## src/rtl/ic_hold_pkg.sv

```systemverilog
// Package: shared types for the input-capture holding logic.
// Assumes: one mode bit, where 0 selects queue and 1 selects latch.
package ic_hold_pkg;

    typedef enum logic {
        MODE_QUEUE = 1'b0,
        MODE_LATCH = 1'b1
    } hold_mode_e;

endpackage

```

## src/rtl/ic_event_decode.sv

```systemverilog
// Module: turns the control levels and strobes into the two internal
// transfer commands: a queue shift and a latch snapshot.
// Assumes: all strobes are single-cycle and synchronous to clk.
module ic_event_decode
    import ic_hold_pkg::*;
(
    input  logic buf_en,
    input  logic latch_mode,
    input  logic cap_edge,
    input  logic mod_zero,
    input  logic mod_wr_zero,
    input  logic sw_latch,
    output logic queue_shift,
    output logic latch_evt
);

    hold_mode_e mode;
    logic       any_source;

    // Map the raw mode bit onto the enum and gather the latch sources.
    always_comb begin
        mode       = hold_mode_e'(latch_mode);
        any_source = mod_zero | mod_wr_zero | sw_latch;
    end

    // Produce a command only while buffering is enabled in the matching mode.
    always_comb begin
        queue_shift = buf_en && (mode == MODE_QUEUE) && cap_edge;
        latch_evt   = buf_en && (mode == MODE_LATCH) && any_source;
    end

endmodule

```

## src/rtl/ic_capture_stage.sv

```systemverilog
// Module: the capture register and its holding register.
// Assumes: queue_shift and latch_evt are never high together (the decoder
// guarantees this). Both commands load the holding register from the
// pre-edge capture value.
module ic_capture_stage #(
    parameter int TW = 16
) (
    input  logic          clk,
    input  logic          rst_n,
    input  logic [TW-1:0] timer_val,
    input  logic          cap_edge,
    input  logic          queue_shift,
    input  logic          latch_evt,
    output logic [TW-1:0] cap_q,
    output logic [TW-1:0] hold_q
);

    logic hold_load;

    // Either command moves the current capture value into the holding register.
    always_comb hold_load = queue_shift | latch_evt;

    // Capture register: records the timer on each qualified edge.
    always_ff @(posedge clk) begin
        if (!rst_n)
            cap_q <= '0;
        else if (cap_edge)
            cap_q <= timer_val;
    end

    // Holding register: loads the pre-edge capture value on a command.
    always_ff @(posedge clk) begin
        if (!rst_n)
            hold_q <= '0;
        else if (hold_load)
            hold_q <= cap_q;
    end

endmodule

```

## src/rtl/ic_pulse_acc.sv

```systemverilog
// Module: saturating pulse accumulator and its holding register.
// Assumes: on a latch event the clear takes priority over a count edge
// in the same cycle.
module ic_pulse_acc #(
    parameter int AW = 8
) (
    input  logic          clk,
    input  logic          rst_n,
    input  logic          cnt_edge,
    input  logic          latch_evt,
    output logic [AW-1:0] acc_q,
    output logic [AW-1:0] acc_hold_q
);

    localparam logic [AW-1:0] ACC_MAX = {AW{1'b1}};

    logic at_max;

    // Flag the ceiling so that the counter stops there.
    always_comb at_max = (acc_q == ACC_MAX);

    // Accumulator: clear on a latch, otherwise count up to the ceiling.
    always_ff @(posedge clk) begin
        if (!rst_n)
            acc_q <= '0;
        else if (latch_evt)
            acc_q <= '0;
        else if (cnt_edge && !at_max)
            acc_q <= acc_q + 1'b1;
    end

    // Holding register: snapshot of the count taken before the clear.
    always_ff @(posedge clk) begin
        if (!rst_n)
            acc_hold_q <= '0;
        else if (latch_evt)
            acc_hold_q <= acc_q;
    end

endmodule

```

## src/rtl/ic_hold_unit.sv

```systemverilog
// Module: top of the buffered input-capture holding logic. It joins the
// event decoder, the capture stage and the pulse accumulator.
// Assumes: cap_edge is already filtered and qualified. The modulus events
// come from a counter outside this block.
module ic_hold_unit #(
    parameter int TW = 16,
    parameter int AW = 8
) (
    input  logic          clk,
    input  logic          rst_n,
    input  logic [TW-1:0] timer_val,
    input  logic          cap_edge,
    input  logic          mod_zero,
    input  logic          mod_wr_zero,
    input  logic          sw_latch,
    input  logic          buf_en,
    input  logic          latch_mode,
    output logic [TW-1:0] cap_q,
    output logic [TW-1:0] hold_q,
    output logic [AW-1:0] acc_q,
    output logic [AW-1:0] acc_hold_q
);

    logic queue_shift;
    logic latch_evt;

    ic_event_decode u_decode (
        .buf_en      (buf_en),
        .latch_mode  (latch_mode),
        .cap_edge    (cap_edge),
        .mod_zero    (mod_zero),
        .mod_wr_zero (mod_wr_zero),
        .sw_latch    (sw_latch),
        .queue_shift (queue_shift),
        .latch_evt   (latch_evt)
    );

    ic_capture_stage #(.TW(TW)) u_capture (
        .clk         (clk),
        .rst_n       (rst_n),
        .timer_val   (timer_val),
        .cap_edge    (cap_edge),
        .queue_shift (queue_shift),
        .latch_evt   (latch_evt),
        .cap_q       (cap_q),
        .hold_q      (hold_q)
    );

    ic_pulse_acc #(.AW(AW)) u_acc (
        .clk         (clk),
        .rst_n       (rst_n),
        .cnt_edge    (cap_edge),
        .latch_evt   (latch_evt),
        .acc_q       (acc_q),
        .acc_hold_q  (acc_hold_q)
    );

endmodule

```

## config.mk

```make
export PLATFORM = sky130hd
export DESIGN_NAME = ic_hold_unit
export DESIGN_NICKNAME = d
export VERILOG_FILES = /design/src/rtl/ic_hold_pkg.sv /design/src/rtl/ic_event_decode.sv /design/src/rtl/ic_capture_stage.sv /design/src/rtl/ic_pulse_acc.sv /design/src/rtl/ic_hold_unit.sv
export SDC_FILE = /design/constraint.sdc
export NUM_CORES = 1
export LEC_CHECK = 0
export ABC_CLOCK_PERIOD_IN_PS = 1500
export BUFFER_PORTS_ARGS = -buffer_cell sky130_fd_sc_hd__buf_2
export CORE_MARGIN = 3
export CORE_UTILIZATION = 26
export DETAILED_ROUTE_END_ITERATION = 10
export GPL_TIMING_DRIVEN = 0
export PLACE_DENSITY = 0.45
export SYNTH_ARGS = -nofsm -noshare
export SYNTH_HDL_FRONTEND = slang
export SYNTH_SLANG_ARGS = --single-unit
export TNS_END_PERCENT = 5
```

## constraint.sdc

```tcl
create_clock -name clk -period 1.5 [get_ports clk]
set_input_delay 0.075 -clock clk [delete_from_list [all_inputs] [get_ports clk]]
set_output_delay 0.075 -clock clk [all_outputs]
set_load 0.02 [all_outputs]
```

==> summary.txt <==
Run status
  • Status: completed

Timing
  • Worst Max-Slew Pin Slew: 0.4969 ns
  • Clock skew: 0.007374 ns
  • Post-Route Setup TNS: 0 ns
  • Fraction of the cycle the final worst path needs: 0.9294
  • Worst-case hold slack: 0.03850 ns
  • Worst slew margin relative to its limit: 0.6665
  • Final hold vios: 0
  • Max Slew Vio Count: 0
  • Peak Freq: 717.3 MHz
  • Minimum clock period: 1.394 ns
  • Final setup violation count: 0

Logic synthesis
  • Count of cell types in the netlist: 32
  • #FFs+latches synth: 48
  • Gate Count Post-Synth: 213
  • Async set-or-reset flop fraction in the synthesized netlist: 0
  • EDFF count, synth: 0
  • Prevailing post-synth register cell: dfxtp_1
  • Post-Synthesis Mean Instance Area: 9.804 sq um
  • Yosys synthesis warning count: 0
  • Post-synthesis cell area: 2088 sq um
  • Post-Syn Nets: 238
  • Part of the Yosys area used for sequential elements: 0.4602

Final layout
  • Most common cell after layout, fill and taps aside: buf_2
  • Relative area change from synthesis to final layout: 26.66%
  • Antenna diode count: 0
  • Post-route insts no fill: 391
  • Leading cell types in the layout, fill and taps excluded: buf_2, dfxtp_1, mux2i_1, nand2_1, o21ai_0
  • Combined area of the multi-input logic cells: 1054 sq um
  • Fill cell count: 852
  • Layout cell share with drive strength beyond 1: 0.3356
  • Final layout net count: 314
  • Area of all sequential standard cells: 960.9 sq um

Worst setup path
  • Startpoint of the most critical register-to-register path: u_acc.acc_q[3]
  • Largest fanout on the critical path: 8
  • Capturing element type of the critical path: flop
  • Crit path launch type: flop
  • Endpoint of the worst register-to-register path: u_acc.acc_q[7]
  • Startpoint-to-endpoint class of the critical path: flop to flop
  • CP endpoint: u_acc.acc_q[7]
  • Crit path arrival time: 1.61 ns
  • Endpoint required time on the critical path: 1.71 ns
  • Crit path from: u_acc.acc_q[3]
  • Cell depth of the worst flop-to-flop path: 4
  • Flop-to-flop setup slack: 0.11 ns

Floorplan
  • Height of the chip: 95.62 microns
  • Top-level port count: 72
  • Horizontal extent of the die: 95.62 microns
  • DIE AREA: 9143 sq um
  • Starting density of the core: 0.2688
  • Core region area: 7767 sq um
  • Number of rows in the core area: 32

Routing
  • Number of optimization iterations in the first detailed-route pass: 4
  • Via count: 1828
  • Antenna-violating nets left: 0
  • DRC violations left: 0
  • Final wirelength: 5.742 mm
  • Avg Vias per Cell: 4.675
  • Number of DRC violations after detailed-routing iteration 0: 51
  • Wire length per cell: 14.69 microns

GRT
  • Remaining global-route overflow: 0
  • Antenna violations before repair: 0
  • Pin count of the biggest net entering global routing: 14
  • First-pass GRT wire length: 9.073 mm
  • Number of global-route vias before repair: 1765
  • Global routing usage summed across all routing layers: 0.1283

Pwr
  • Largest vdd supply drop: 0.3795 mV
  • Sequential share of power: 0.560
  • Power consumption: 2414 uW
  • Leak: 0.001118 uW
  • Power density relative to cell area: 912.5 nW/um^2
  • Internal power of the cells: 1763 uW
  • Switching power share of the total: 0.2697
  • Share of power burned in the clock network: 0.305
  • Combinational share of power: 0.134
  • Switching power of the nets: 650.8 uW

Place
  • Placer's final routability congestion estimate: 0.7767
  • Buffers on Ports: 69
  • HPWL Detailed: 4.095 mm
  • Placed cell count: 384

CTS
  • Clock tree from TritonCTS: built
  • Clock net sink count: 48
  • Clock latency on the worst-skew pair: 0.29 ns
  • # H-tree levels: 2
  • Clock input transition at the sequential cells of the worst setup and hold paths: 0.09 ns
  • Root buffer cell: clkbuf_8
  • Number of buffers on the longest clock path: 2
  • Hold-fix buffers, CTS: 0
  • Clock buffers created by TritonCTS: 5

Worst hold path
  • Min-delay worst type: input port to flop

Job
  • Max cap viols: 0
-- registers in the layout, indices dropped and copies added (netlist names) --
| signal | count |
|---|---|
| u_acc.acc_hold_q | 8 |
| u_capture.cap_q | 16 |
| u_acc.acc_q | 8 |
| u_capture.hold_q | 16 |
-- worst max-delay path, cell delays in order (launching register included) --
cell and delay, ns:
dfxtp_1 0.48, and4_1 0.22, clkbuf_1 0.26, a21oi_1 0.11
a311oi_1 0.24
-- worst min path at each step --
stage                        startpoint             endpoint  slack, ns  depth (start not counted)
final                     timer_val[15]  u_capture.cap_q[15]       0.04                          3
after CTS                  timer_val[4]   u_capture.cap_q[4]       0.03                          3
after floorplan            timer_val[0]   u_capture.cap_q[0]       0.24                          2
after detailed placement   timer_val[4]   u_capture.cap_q[4]       0.34                          3
after global routing      timer_val[12]  u_capture.cap_q[12]       0.05                          3
after global placement    timer_val[14]  u_capture.cap_q[14]       0.33                          3
-- layout make-up --
| cell class | instances | share of cell area |
|---|---|---|
| Multi-Input combinational cell | 148 | 0.3983 |
| Timing Repair Buffer | 69 | 0.1306 |
| Clock buffer | 6 | 0.02744 |
| Clock inverter | 1 | 0.001892 |
| Inverter | 1 | 0.001419 |
| Buffer | 16 | 0.02886 |
| Tap cell | 102 | 0.04825 |
| Sequential cell | 48 | 0.3633 |
-- cells in the mapped netlist, types with 2 or more instances --
master	instances	area (sq um)
mux2i_1	20	200.2
a21boi_0	14	105.1
nand3_1	13	65.06
and4_1	3	26.28
nand4_1	2	12.51
clkbuf_1	7	26.28
nor2b_1	16	100.1
nand3b_1	3	22.52
nand3_2	10	100.1
buf_2	7	35.03
o21ai_0	17	85.08
a21oi_1	6	30.03
a21boi_1	12	90.09
nand2_1	18	67.56
dfxtp_1	48	960.9
-- metal layers --
metal  wire [microns]  part of all wire  global-route usage
met1             2651              0.46              0.1677
met2             2695              0.47              0.2125
met3              335             0.058             0.02762
met4               60             0.010             0.03555
met5                0                 0                   0
-- power groups by stage --
| stage | clock [uW] | sequential [uW] | combinational, uW |
|---|---|---|---|
| floorplan | 0 | 1430 | 146 |
| global placement | 0 | 1380 | 326 |
| detailed placement | 0 | 1380 | 329 |
| CTS | 776 | 1350 | 331 |
| global route | 812 | 1360 | 359 |
| finish | 737 | 1350 | 325 |
-- through the flow --
stage / util / instance area (sq um) / setup WS, ns
2_1_floorplan: - / 2088 / 0.05689
3_3_place_gp: 0.3297 / 2561 / -0.02450
3_5_place_dp: 0.3297 / 2561 / -0.03010
4_1_cts: 0.3397 / 2639 / 0.03183
5_1_grt: 0.3405 / 2645 / -0.001918
6_report: 0.3405 / 2645 / 0.1059
-- logic make-up after synthesis --
| kind of cell | count (synthesis) | share of synthesized area |
|---|---|---|
| and+or+nand+nor | 72 | 0.2199 |
| AOI/OAI and AO/OA | 55 | 0.1798 |
| DFF | 48 | 0.4602 |
| muxes | 20 | 0.09586 |
| buffers and inverters | 17 | 0.03834 |
| adders and majority gates | 1 | 0.005991 |
-- repair_timing --
action,in CTS,in global routing
pin swaps,0,0
setup buffers,0,0
gates resized for setup,1,2
gates cloned,0,0
endpoints found under the setup margin,2,3
Note: power is estimated with default switching activity, not from simulation.
